<file path="src/rtl/dlpc_pkg.sv">
package dlpc_pkg;
  typedef enum logic [1:0] {
    ST_IDLE   = 2'd0,
    ST_SEARCH = 2'd1,
    ST_TRACK  = 2'd2,
    ST_HOLD   = 2'd3
  } dlpc_state_e;

  localparam logic [1:0] MODE_SRCH_TRK = 2'b00;
  localparam logic [1:0] MODE_TRK_ONLY = 2'b01;
  localparam logic [1:0] MODE_SRCH_ONLY = 2'b10;
  localparam logic [1:0] MODE_OFF = 2'b11;

  localparam logic [1:0] DIR_DOWN = 2'b00;
  localparam logic [1:0] DIR_UP = 2'b01;
endpackage

</file>
<file path="src/rtl/dlpc_cand_gen.sv">
module dlpc_cand_gen
  import dlpc_pkg::*;
#(
  parameter int TAP_W   = 9,
  parameter int TAP_MAX = 432,
  parameter int GB_W    = 5
) (
  input  logic [TAP_W-1:0] start_i,
  input  logic [GB_W-1:0]  guard_i,
  input  logic [1:0]       dir_i,
  input  logic [TAP_W:0]   ofs_i,
  input  logic             neg_i,
  input  logic             gpass_i,
  output logic [TAP_W-1:0] cand_o,
  output logic             cand_ok_o,
  output logic [TAP_W:0]   ofs_nxt_o,
  output logic             neg_nxt_o,
  output logic             seq_done_o
);
  localparam int CW = TAP_W + 3;
  localparam logic signed [CW-1:0] MAX_S = CW'(TAP_MAX);
  localparam logic signed [CW-1:0] ZERO_S = '0;

  logic signed [CW-1:0] start_s, ofs_s, cand_s, lo_s, hi_s;
  logic in_line, interior;

  assign start_s = $signed(CW'(start_i));
  assign ofs_s   = $signed(CW'(ofs_i));
  assign lo_s    = $signed(CW'(guard_i));
  assign hi_s    = MAX_S - lo_s;
  assign cand_s  = neg_i ? (start_s - ofs_s) : (start_s + ofs_s);

  assign in_line  = (cand_s >= ZERO_S) && (cand_s <= MAX_S);
  assign interior = (cand_s >= lo_s) && (cand_s <= hi_s);

  assign cand_o     = cand_s[TAP_W-1:0];
  assign cand_ok_o  = in_line && (gpass_i ? !interior : interior);
  assign seq_done_o = ofs_i > (TAP_W+1)'(TAP_MAX);

  // single-sided sweeps grow the offset every step; two-sided pairs +d with -d
  always_comb begin
    ofs_nxt_o = ofs_i + 1'b1;
    neg_nxt_o = neg_i;
    if (dir_i != DIR_DOWN && dir_i != DIR_UP) begin
      if (!neg_i && ofs_i != '0) begin
        ofs_nxt_o = ofs_i;
        neg_nxt_o = 1'b1;
      end else begin
        neg_nxt_o = 1'b0;
      end
    end
  end
endmodule

</file>
<file path="src/rtl/dlpc_phase_eval.sv">
module dlpc_phase_eval #(
  parameter int PH_W = 5,
  parameter int TOL  = 2
) (
  input  logic [PH_W-1:0] phase_i,
  input  logic [PH_W-1:0] target_i,
  input  logic            exact_i,
  output logic            in_win_o,
  output logic            err_pos_o,
  output logic            err_zero_o
);
  localparam logic signed [PH_W:0] TOL_S = (PH_W+1)'(TOL);

  logic signed [PH_W:0] err;

  assign err = $signed({phase_i[PH_W-1], phase_i}) - $signed({target_i[PH_W-1], target_i});

  assign err_zero_o = (err == '0);
  assign err_pos_o  = !err[PH_W] && !err_zero_o;
  assign in_win_o   = exact_i ? err_zero_o : ((err >= -TOL_S) && (err <= TOL_S));
endmodule

</file>
<file path="src/rtl/dlpc_step.sv">
module dlpc_step #(
  parameter int TAP_W   = 9,
  parameter int TAP_MAX = 432,
  parameter int GAIN_W  = 2
) (
  input  logic [TAP_W-1:0]  tap_i,
  input  logic [GAIN_W-1:0] gain_i,
  input  logic              err_pos_i,
  input  logic              err_zero_i,
  input  logic              slope_i,
  output logic [TAP_W-1:0]  tap_o
);
  logic [TAP_W:0]   sum;
  logic [TAP_W-1:0] gain_w;
  logic             up;

  assign gain_w = TAP_W'(gain_i);
  assign sum    = {1'b0, tap_i} + {1'b0, gain_w};
  assign up     = err_pos_i ^ slope_i;

  always_comb begin
    if (err_zero_i)
      tap_o = tap_i;
    else if (up)
      tap_o = (sum > (TAP_W+1)'(TAP_MAX)) ? TAP_W'(TAP_MAX) : sum[TAP_W-1:0];
    else
      tap_o = (tap_i < gain_w) ? '0 : (tap_i - gain_w);
  end
endmodule

</file>
<file path="src/rtl/dline_phase_ctrl.sv">
module dline_phase_ctrl
  import dlpc_pkg::*;
#(
  parameter int TAP_W    = 9,
  parameter int TAP_MAX  = 432,
  parameter int PH_W     = 5,
  parameter int GB_W     = 5,
  parameter int GAIN_W   = 2,
  parameter int TOL      = 2,
  parameter int MISS_LIM = 4
) (
  input  logic              clk_i,
  input  logic              rst_ni,
  input  logic              en_i,
  input  logic [GAIN_W-1:0] gain_i,
  input  logic [PH_W-1:0]   target_i,
  input  logic              slope_i,
  input  logic [TAP_W-1:0]  start_tap_i,
  input  logic [1:0]        mode_i,
  input  logic [1:0]        dir_i,
  input  logic [GB_W-1:0]   guard_i,
  input  logic              exact_i,
  input  logic              fail_rst_i,
  input  logic [PH_W-1:0]   phase_i,
  input  logic              phase_vld_i,
  output logic [TAP_W-1:0]  tap_o,
  output logic              locked_o,
  output logic              tracking_o,
  output logic              fail_o
);
  localparam int MW = (MISS_LIM > 2) ? $clog2(MISS_LIM) : 1;
  localparam logic [MW-1:0] MISS_LAST = MW'(MISS_LIM - 1);

  dlpc_state_e      state_q;
  logic [TAP_W-1:0] tap_q, start_c, cand, step_tap;
  logic [TAP_W:0]   ofs_q, ofs_nxt;
  logic             neg_q, neg_nxt, gpass_q, armed_q;
  logic             locked_q, fail_q;
  logic [MW-1:0]    miss_q;
  logic             cand_ok, seq_done, in_win, err_pos, err_zero, neg_init, go_off;

  assign start_c  = (start_tap_i > TAP_W'(TAP_MAX)) ? TAP_W'(TAP_MAX) : start_tap_i;
  assign neg_init = (dir_i == DIR_DOWN);
  assign go_off   = !en_i || (mode_i == MODE_OFF);

  dlpc_cand_gen #(.TAP_W(TAP_W), .TAP_MAX(TAP_MAX), .GB_W(GB_W)) u_cand (
    .start_i   (start_c),
    .guard_i   (guard_i),
    .dir_i     (dir_i),
    .ofs_i     (ofs_q),
    .neg_i     (neg_q),
    .gpass_i   (gpass_q),
    .cand_o    (cand),
    .cand_ok_o (cand_ok),
    .ofs_nxt_o (ofs_nxt),
    .neg_nxt_o (neg_nxt),
    .seq_done_o(seq_done)
  );

  dlpc_phase_eval #(.PH_W(PH_W), .TOL(TOL)) u_eval (
    .phase_i   (phase_i),
    .target_i  (target_i),
    .exact_i   (exact_i),
    .in_win_o  (in_win),
    .err_pos_o (err_pos),
    .err_zero_o(err_zero)
  );

  dlpc_step #(.TAP_W(TAP_W), .TAP_MAX(TAP_MAX), .GAIN_W(GAIN_W)) u_step (
    .tap_i     (tap_q),
    .gain_i    (gain_i),
    .err_pos_i (err_pos),
    .err_zero_i(err_zero),
    .slope_i   (slope_i),
    .tap_o     (step_tap)
  );

  always_ff @(posedge clk_i or negedge rst_ni) begin
    if (!rst_ni) begin
      state_q  <= ST_IDLE;
      tap_q    <= '0;
      ofs_q    <= '0;
      neg_q    <= 1'b0;
      gpass_q  <= 1'b0;
      armed_q  <= 1'b0;
      locked_q <= 1'b0;
      fail_q   <= 1'b0;
      miss_q   <= '0;
    end else if (go_off) begin
      state_q  <= ST_IDLE;
      tap_q    <= start_c;
      armed_q  <= 1'b0;
      locked_q <= 1'b0;
      fail_q   <= 1'b0;
    end else begin
      unique case (state_q)
        ST_IDLE: begin
          tap_q   <= start_c;
          ofs_q   <= '0;
          neg_q   <= neg_init;
          gpass_q <= 1'b0;
          armed_q <= 1'b0;
          miss_q  <= '0;
          state_q <= (mode_i == MODE_TRK_ONLY) ? ST_TRACK : ST_SEARCH;
        end
        ST_SEARCH: begin
          if (armed_q) begin
            // candidate on the line: judge one sample
            if (phase_vld_i) begin
              armed_q <= 1'b0;
              if (in_win) begin
                locked_q <= 1'b1;
                fail_q   <= 1'b0;
                miss_q   <= '0;
                state_q  <= (mode_i == MODE_SRCH_ONLY) ? ST_HOLD : ST_TRACK;
              end
            end
          end else if (seq_done) begin
            ofs_q <= '0;
            neg_q <= neg_init;
            if (!gpass_q) begin
              gpass_q <= 1'b1;
            end else begin
              fail_q <= 1'b1;
              if (fail_rst_i) begin
                tap_q   <= start_c;
                gpass_q <= 1'b0;
              end else begin
                miss_q  <= '0;
                state_q <= (mode_i == MODE_SRCH_ONLY) ? ST_HOLD : ST_TRACK;
              end
            end
          end else begin
            ofs_q <= ofs_nxt;
            neg_q <= neg_nxt;
            if (cand_ok) begin
              tap_q   <= cand;
              armed_q <= 1'b1;
            end
          end
        end
        ST_TRACK: begin
          if (phase_vld_i) begin
            tap_q <= step_tap;
            if (in_win) begin
              locked_q <= 1'b1;
              miss_q   <= '0;
            end else if (miss_q == MISS_LAST) begin
              locked_q <= 1'b0;
            end else begin
              miss_q <= miss_q + 1'b1;
            end
          end
        end
        default: ;
      endcase
    end
  end

  assign tap_o      = tap_q;
  assign locked_o   = locked_q;
  assign tracking_o = (state_q == ST_TRACK);
  assign fail_o     = fail_q;
endmodule

</file>
<file path="config.mk">
export PLATFORM = sky130hd
export DESIGN_NAME = dline_phase_ctrl
export DESIGN_NICKNAME = d
export VERILOG_FILES = /design/src/rtl/dlpc_pkg.sv /design/src/rtl/dlpc_cand_gen.sv /design/src/rtl/dlpc_phase_eval.sv /design/src/rtl/dlpc_step.sv /design/src/rtl/dline_phase_ctrl.sv
export SDC_FILE = /design/constraint.sdc
export NUM_CORES = 1
export LEC_CHECK = 0
export BUFFER_PORTS_ARGS = -buffer_cell sky130_fd_sc_hd__buf_2
export CORE_AREA = 2 2 89 91
export CTS_BUF_LIST = sky130_fd_sc_hd__clkbuf_16
export DETAILED_ROUTE_END_ITERATION = 8
export DIE_AREA = 0 0 91 93
export PLACE_DENSITY = 0.86
export SYNTH_ARGS = -nofsm -noshare
export SYNTH_HDL_FRONTEND = slang
export SYNTH_SLANG_ARGS = --single-unit
</file>
<file path="constraint.sdc">
create_clock -name clk_i -period 6.4 [get_ports clk_i]
set_input_delay 0.96 -clock clk_i [delete_from_list [all_inputs] [get_ports clk_i]]
set_output_delay 0.96 -clock clk_i [all_outputs]
set_load 0.02 [all_outputs]
</file>
### Yosys cells after proc, flatten, opt, wreduce, memory -nomap -nowiden

Index checks and enable logic that the tools add are counted.

| storage, ports and cells | value |
|---|---|
| register bits | 28 |
| bits in latches | 0 |
| bits in writable memories | 0 |
| ROM bits | 0 |
| bits of input ports | 37 |
| output and inout bits | 12 |
| logic and storage cells | 170 |
| memories | 0 |

| cells by class | value |
|---|---|
| add/sub/neg operators | 8 |
| multiply operators | 0 |
| divide/modulo/power cells | 0 |
| order comparisons | 10 |
| equality and inequality tests | 35 |
| shifts and indexed selects | 0 |
| muxes and demuxes | 72 |
| bitwise gates (word level) | 2 |
| reductions and logical operators | 34 |

Operators by type and width:

| cell | count |
|---|---|
| $mux 9 | 12 |
| $mux 10 | 4 |
| $ne 4x4->1 const B | 9 |
| $mux 2 | 17 |
| $ne 3x3->1 const B | 11 |
| $mux 1 | 30 |
| $pmux 9 s3 | 1 |
| $gt 10x9->1 const B | 2 |
| $pmux 10 s2 | 1 |
| $reduce_bool 3->1 | 5 |
| $ge 12x1->1 const B | 1 |
| $ge 12x6->1 | 1 |
| $le 12x10->1 const B | 1 |
| $le 12x12->1 | 1 |
| $mux 12 | 1 |
| $reduce_and 4->1 | 3 |
| $reduce_and 6->1 | 2 |
| $add 9x10->11 | 1 |
| $sub 9x10->11 | 1 |
| $add 10x1->10 const B | 1 |
| $add 9x2->10 | 1 |
| $reduce_bool 10->1 | 1 |
| $sub 9x5->10 const A | 1 |
| $gt 9x9->1 const B | 1 |
| 28 further kinds | 52 |

### Longest topological paths before layout

Gate-level depths: netlist of the first run.

| logic depth | value |
|---|---|
| depth after elaboration | 14 |
| depth in mapped cells | 21 |
| depth with buffers taken out | 21 |

### Cells and area by module

A second synthesis of the first run with hierarchy kept.

| second synthesis, totals | value |
|---|---|
| cell total of the unflattened synthesis | 536 |
| area, all modules | 4254.1 um2 |

By module, submodules not included:

| module | times used | cells each | area each (um2) | sequential area each (um2) |
|---|---|---|---|---|
| dline_phase_ctrl | 1 | 171 | 1629.1 | 700.7 |
| dlpc_cand_gen | 1 | 214 | 1524.0 | 0.0 |
| dlpc_step | 1 | 109 | 810.8 | 0.0 |
| dlpc_phase_eval | 1 | 42 | 290.3 | 0.0 |

### Least setup slack after synthesis of the first run

OpenSTA, ideal clock, no wires.

| path | value |
|---|---|
| path kind | input-to-reg |
| start point | input start_tap_i[0] |
| end point | register tap_q[3], in the netlist tap_o[3] |
| library setup time | 125 ps |
| data arrival time | 5370 ps |
| data required time | 6275 ps |
| path slack | 905 ps |
| stages on the path | 20 |
| buffers on the path | 0 |
| path through | or4_1 -> a31o_2 -> nand3_1 -> nand2_1 -> inv_1 -> ha_1 -> nand2b_4 -> a2111oi_2 -> nor4_2 -> a2111oi_4 -> inv_2 -> ha_1 -> a211oi_1 -> o21ai_0 -> o211ai_1 -> a211oi_1 -> or3_1 -> a211o_1 -> a21oi_4 -> mux2_4 |

| between the ends | value |
|---|---|
| longest elaborated chain between the ends | 11 |
| elaborated cells on any way between the ends | 23 |
| those cells by class | 2 x add/sub; 5 x order compare; 1 x eq/ne; 10 x mux; 5 x reduce/logical |

RTL lines:

| element | RTL line | RTL |
|---|---|---|
| start, declared | dline_phase_ctrl.sv:18 | `input logic [TAP_W-1:0] start_tap_i,` |
| $gt 9x9->1 | dline_phase_ctrl.sv:42 | `assign start_c = (start_tap_i > TAP_W'(TAP_MAX)) ? TAP_W'(TAP_MAX) : start_tap_i;` |
| $mux 9 (*) | dline_phase_ctrl.sv:42 |  |
| $add 9x10->11 / $sub 9x10->11 (equally long branches) | dlpc_cand_gen.sv:31 | `assign cand_s = neg_i ? (start_s - ofs_s) : (start_s + ofs_s);` |
| $mux 12 | dlpc_cand_gen.sv:31 |  |
| $ge 12x6->1 / $le 12x12->1 (equally long branches) | dlpc_cand_gen.sv:34 | `assign interior = (cand_s >= lo_s) && (cand_s <= hi_s);` |
| $logic_and 1x1->1 | dlpc_cand_gen.sv:34 |  |
| $logic_not 1->1 | dlpc_cand_gen.sv:37 | `assign cand_ok_o = in_line && (gpass_i ? !interior : interior);` |
| $mux 1 | dlpc_cand_gen.sv:37 |  |
| $logic_and 1x1->1 | dlpc_cand_gen.sv:37 |  |
| $ne 4x4->1 (no line) | -- |  |
| $reduce_and 7->1 (no line) | -- |  |
| end signal, assigned | dline_phase_ctrl.sv:91 | `tap_q <= start_c;` |
| end signal, assigned | dline_phase_ctrl.sv:98 | `tap_q <= start_c;` |
| end signal, assigned | dline_phase_ctrl.sv:126 | `tap_q <= start_c;` |
| end, declared | dline_phase_ctrl.sv:35 | `logic [TAP_W-1:0] tap_q, start_c, cand, step_tap;` |

Every way passes the cells marked *; elsewhere a longest branch is shown, timed or not. The select of a mux whose other input is x is not followed.
A chain may end at the register's enable or synchronous reset.

### Worst setup path in the final report of the first run

Same ends and word-level chain as after synthesis.

==> impl_metrics.toml, run 1 <==
[outcome]
status = "finished, final reports clean"

[pwr]
power_leakage_nw = 2.04
total_power_mw = 0.963
vdd.ir_drop.worst_v = 0.000116
p_per_area_nw_per_um2 = 216

[timing]
maxSlewHeadroom_pct = 40.5
post-route-period-util_pct = 91.0
fin_setup_tns_ps = 0
finalWorstPathRequiredPeriod_ps = 5820
hold_violations = 0
fmax_mhz = 172
report.final.slew_viol_count = 0
rsz0062_at_grt = "no"
tightest_slew_ps = 890
fin_skew_ps = 3.27
final-setup-viol-count = 0

[die]
floorplan.initialDensity_pct = 54.0
die_w_um = 91
die_y_um = 93
dieArea_um2 = 8460
pin_count = 49
core_area_um2 = 7530
placementRows = 32

[clock_tree]
worstSkewPairLatency_ps = 270
postCtsHoldBufs = 0
clk_pin_slew_ps = 70
cts_buffers = 3
cts_resized = 0
cts-root-buf = "clkbuf_16"
clockBufferDepth = 2
cts-htree-levels = 1
cts_tree = "yes"
clkSinkCount = 28
post_cts_buffers = 0

[route]
drc_errors = 0
first_iter_violations = 339
antenna_left = 0
avgRoutedWirePerCell_um = 16.3
vias_per_cell = 6.26
totalWireLength_um = 10800
vias = 4134
first_pass_iters = 5

[synth]
netlist_instances = 524
async_reset_ff_share_pct = 100
yosysWarnings = 0
synth_area_um2 = 4060
synth_ff_type = "dfrtp_1"
synth.avg_cell_area_um2 = 7.75
yosysSeqAreaShare_pct = 17.3
synth_edf_count = 0
synth_nets = 611
ys_seq_elements = 28
yosysTopAreaCell = "dfrtp_1"
ys_types = 81
synth.top_cell.area_share_pct = 17.3
yosys-top-cells-area = "dfrtp_1, ha_1, inv_1"

[worst_setup_path]
crit_fanout = 9
worst-endpoint-required_ps = 6560
worstSetupEndpointType = "flop"
critPathKind = "in -> reg"
worstSetupStartpointType = "input port"
cp_data_arrival_time_ps = 5980

[layout]
nets = 646
syn_to_final_growth_pct = 9.86
layout_common_cells = "inv_1, nand2_1, buf_2"
final_common_cell = "inv_1"
num_antenna_cells = 0
drive_gt1_share_pct = 15.2

[grt]
grt_use_total_pct = 25.5
overflow = 0
grt_pass1_wl_um = 17900
grt_max_degree = 29
grt_pass1_vias = 3838
antenna_found_initial = 0

[flow_run]
max_cap_viol_count = 0

[place]
gp_congestion = 0.964
port_buffers = 48
dp_hpwl_um = 8510

[min_path]
holdCritPathClass = "reg -> reg"
-- final timing paths --
path	startpoint	to	slack [ps]	cells after the start
hold / removal	miss_q[1]$_DFFE_PN0P_	miss_q[1]$_DFFE_PN0P_	530	1
min in group asynchronous	rst_ni	miss_q[1]$_DFFE_PN0P_	700	1
setup / recovery	start_tap_i[0]	tap_o[3]$_DFFE_PN0P_	580	21
max in group asynchronous	rst_ni	tap_o[3]$_DFFE_PN0P_	5280	1
hold reg to reg	miss_q[1]$_DFFE_PN0P_	miss_q[1]$_DFFE_PN0P_	530	1
setup reg to reg	ofs_q[1]$_DFFE_PN0P_	tap_o[3]$_DFFE_PN0P_	1770	16
-- layout make-up --
class	count	area (µm²)
clock buffer	3	75.1
clock inverter	1	30.0
fill	684	3070
inverter	54	203
multi-input combinational	422	3070
sequential	28	701
tap	102	128
timing repair buffer	50	255
-- per-stage QoR --
step | utilization (%) | hold slack [ps] | worst slack [ps] | cells | cell area, µm²
floorplan | - | 470 | 905 | 524 | 4060
global placement | 57.9 | 487 | 529 | 656 | 4360
detailed placement | 57.9 | 499 | 311 | 656 | 4360
CTS | 59.3 | 525 | 580 | 660 | 4460
global route | 59.3 | 549 | 227 | 660 | 4460
finish | 59.3 | 525 | 577 | 660 | 4460
-- power by group --
part           leakage (nW)  switching [mW]  internal, mW
logic                  1.62           0.296         0.214
clock network        0.0511          0.0648         0.125
registers             0.369          0.0621         0.201
total                  2.04           0.423         0.540
-- sequential cells by signal, indices dropped and copies added, names as in the netlist --
register	cells
state_q	2
locked_o	1
miss_q	2
tap_o	9
neg_q	1
ofs_q	10
armed_q	1
gpass_q	1
fail_o	1
-- logic make-up after synthesis --
kind of cell	share of synthesized area (%)
simple gates	22.8
compound gates	27.9
buf+inv	7.15
fa+ha+maj	16.6
flops	17.3
xor+xnor	4.31
mux	4.10
-- synthesized netlist by cell type, types with 4 or more instances --
library cell	instances
o31ai_1	6
ha_1	45
o21a_1	5
inv_1	52
o22ai_1	6
nor2b_1	11
clkbuf_1	17
xnor2_1	13
nor2_1	44
a211oi_1	7
mux2i_1	8
nor3_1	14
or4_1	4
or3_1	9
and3_1	5
a21oi_1	25
xor2_1	7
and2_1	4
o21ai_1	4
nand3_1	15
a22oi_1	4
fa_1	5
nand2_1	49
a21o_1	4
o211ai_1	5
dfrtp_1	28
a31o_2	4
a211o_1	4
nand4_1	4
mux2_4	5
o21ai_0	30
a31oi_1	11
nand2b_1	4
-- critical path: stages --
cell and delay, ps:
buf_2 100, or4_1 520, a31o_2 260, nand3_1 140, nand2_1 120, inv_1 170, ha_1 280, nand2b_4 150
a2111oi_2 580, nor4_2 110, a2111oi_4 270, inv_2 90, ha_1 220, a211oi_1 190, o21ai_0 110, o211ai_1 130
a211oi_1 130, or3_1 360, a211o_1 380, a21oi_4 370, mux2_4 330
-- per-layer routing --
metal	track usage (%)	wire (µm)	vias up
met5	0	0	-
met4	7.07	234	0
met3	2.50	634	30
met2	43.8	5100	162
met1	34.5	4790	1965
li1	-	-	1977
Power figures use the tool's default switching activity.
==> run 2: changes to the inputs <==
CORE_AREA = 2 2 99 101   (was 2 2 89 91)
DIE_AREA = 0 0 101 103   (was 0 0 91 93)
PLACE_DENSITY = 0.74   (was 0.86)
==> run 2 against run 1 <==
  * Cell count grew 1.8%
  * Count of clock-buffer cells in the layout is the same
  * Cell area grew 0.34%
  * Setup slack lost 140 ps
  * Total power grew 0.76%
  * Critical path depth is the same
  * Core utilization shrank 12 points
  * Maximum frequency shrank 2.3%
==> impl_metrics.toml, run 2 (synthesized netlist as in run 1, its figures left out) <==
[grt]
antenna_found_initial = 0
overflow = 0
grt_pass1_vias = 3758
grt_use_total_pct = 21.1
grt_max_degree = 29
grt_pass1_wl_um = 18000

[clock_tree]
clk_pin_slew_ps = 80
clockBufferDepth = 2
cts-htree-levels = 1
postCtsHoldBufs = 0
cts-root-buf = "clkbuf_16"
cts_tree = "yes"
clkSinkCount = 28
worstSkewPairLatency_ps = 270
cts_buffers = 3
post_cts_buffers = 0
cts_resized = 0

[route]
dr.max_layer_used = "met4"
wl_met3_um = 604
wl_met2_um = 5240
vias = 4074
first_iter_violations = 321
avgRoutedWirePerCell_um = 16.3
antenna_left = 0
vias_per_cell = 6.06
met1_length_um = 4950
drc_errors = 0
totalWireLength_um = 10900
first_pass_iters = 5

[worst_setup_path]
rr_startpoint = "ofs_q[1]$_DFFE_PN0P_"
cp_slowest_cell = "a2111oi_2"
max_stage_delay_ps = 560
crit_fanout = 9
worstSetupStartpointType = "input port"
cp_data_arrival_time_ps = 6110
worst-endpoint-required_ps = 6560
critPathKind = "in -> reg"
cp_cell_sequence = "buf_2 > or4_1 > a31o_2 > nand3_1 > nand2_1 > inv_1 > ha_1 > nand2b_4 > a2111oi_2 > nor4_2 > a2111oi_4 > inv_2 > ha_1 > a211oi_1 > o21ai_0 > o211ai_1 > a211oi_1 > or3_1 > a211o_1 > a21oi_4 > mux2_4"
r2r_slack_ps = 1680
path_buf_inv = 3
r2r_end = "tap_o[3]$_DFFE_PN0P_"
startpoint = "start_tap_i[0]"
reg2reg_depth = 16
worstSetupEndpointType = "flop"
cp_top_family = "compound AO/OA/AOI/OAI gates"

[die]
core_area_um2 = 9460
die_w_um = 101
placementRows = 36
pin_count = 49
die_y_um = 103
dieArea_um2 = 10400
floorplan.initialDensity_pct = 42.9

[layout]
largest_reg_flops = 10
syn_to_final_growth_pct = 10.2
nets = 646
nFillCells = 920
layout_common_cells = "inv_1, nand2_1, buf_2"
fin_util_pct = 47.3
num_antenna_cells = 0
final_common_cell = "inv_1"
drive_gt1_share_pct = 15.2
regMostFlops = "ofs_q"

[min_path]
min_to = "miss_q[1]$_DFFE_PN0P_"
hp-start = "miss_q[1]$_DFFE_PN0P_"
hold_depth = 1
holdCritPathClass = "reg -> reg"

[place]
dp_hpwl_um = 8790
port_buffers = 48
gp_congestion = 0.906

[pwr]
p_int_mw = 0.541
vdd.ir_drop.worst_v = 0.000144
power.switching_mw = 0.430
p_comb_share_pct = 52.8
p_seq_share_pct = 27.3
switching_share_pct = 44.3
p_per_area_nw_per_um2 = 217
power_leakage_nw = 2.04
p_clk_share_pct = 19.9

[timing]
fin_skew_ps = 6.18
tightest_slew_ps = 902
finalWorstPathRequiredPeriod_ps = 5960
hold_violations = 0
fmax_mhz = 168
post-route-period-util_pct = 93.1
maxSlewHeadroom_pct = 39.6
report.final.slew_viol_count = 0
rsz0062_at_grt = "no"
fin_setup_tns_ps = 0
final-setup-viol-count = 0

[outcome]
status = "finished, final reports clean"

[flow_run]
max_cap_viol_count = 0
## run 2: cell counts in the layout (fill, tap and decap cells not counted)
Identical to the previous run, type by type.
## run 2: metrics by stage
stage	setup slack [ps]	cells	power [mW]	area [µm²]	hold slack [ps]
floorplan	905	524	0.632	4060	470
global placement	530	668	0.754	4370	492
detailed placement	198	668	0.771	4370	494
CTS	479	672	0.966	4480	520
global route	211	672	1.05	4480	543
finish	442	672	0.971	4480	518
## run 2: routing by layer
layer	global-route usage, %	up-vias
li1	-	1977
met1	29.3	1944
met2	36.4	141
met3	2.03	12
met4	3.33	0
met5	0	-
## run 2: worst max-delay path by stage
stage	slack, ps	cells past startpoint	to
3_3_place_gp	530	21	tap_o[8]$_DFFE_PN0P_
4_1_cts	480	21	tap_o[8]$_DFFE_PN0P_
5_1_grt	210	21	tap_o[8]$_DFFE_PN0P_
3_5_place_dp	200	21	tap_o[8]$_DFFE_PN0P_
6_report	440	21	tap_o[3]$_DFFE_PN0P_
2_1_floorplan	910	20	tap_o[3]$_DFFE_PN0P_
## run 2: cell type report
cell class | instances | area, µm² | share of cell area (%)
repair buffers | 50 | 255 | 5.70
clock inverters | 1 | 30.0 | 0.671
well taps | 114 | 143 | 3.19
inverters | 54 | 203 | 4.53
multi-input cells | 422 | 3070 | 68.6
flip-flops and latches | 28 | 701 | 15.7
clock buffers | 3 | 75.1 | 1.68
## run 2: power by group through the flow
stage | clock network [mW] | registers [mW] | logic (mW)
detailed placement | 0 | 0.266 | 0.504
CTS | 0.194 | 0.263 | 0.508
floorplan | 0 | 0.252 | 0.380
finish | 0.193 | 0.265 | 0.512
global placement | 0 | 0.265 | 0.489
global route | 0.202 | 0.273 | 0.571
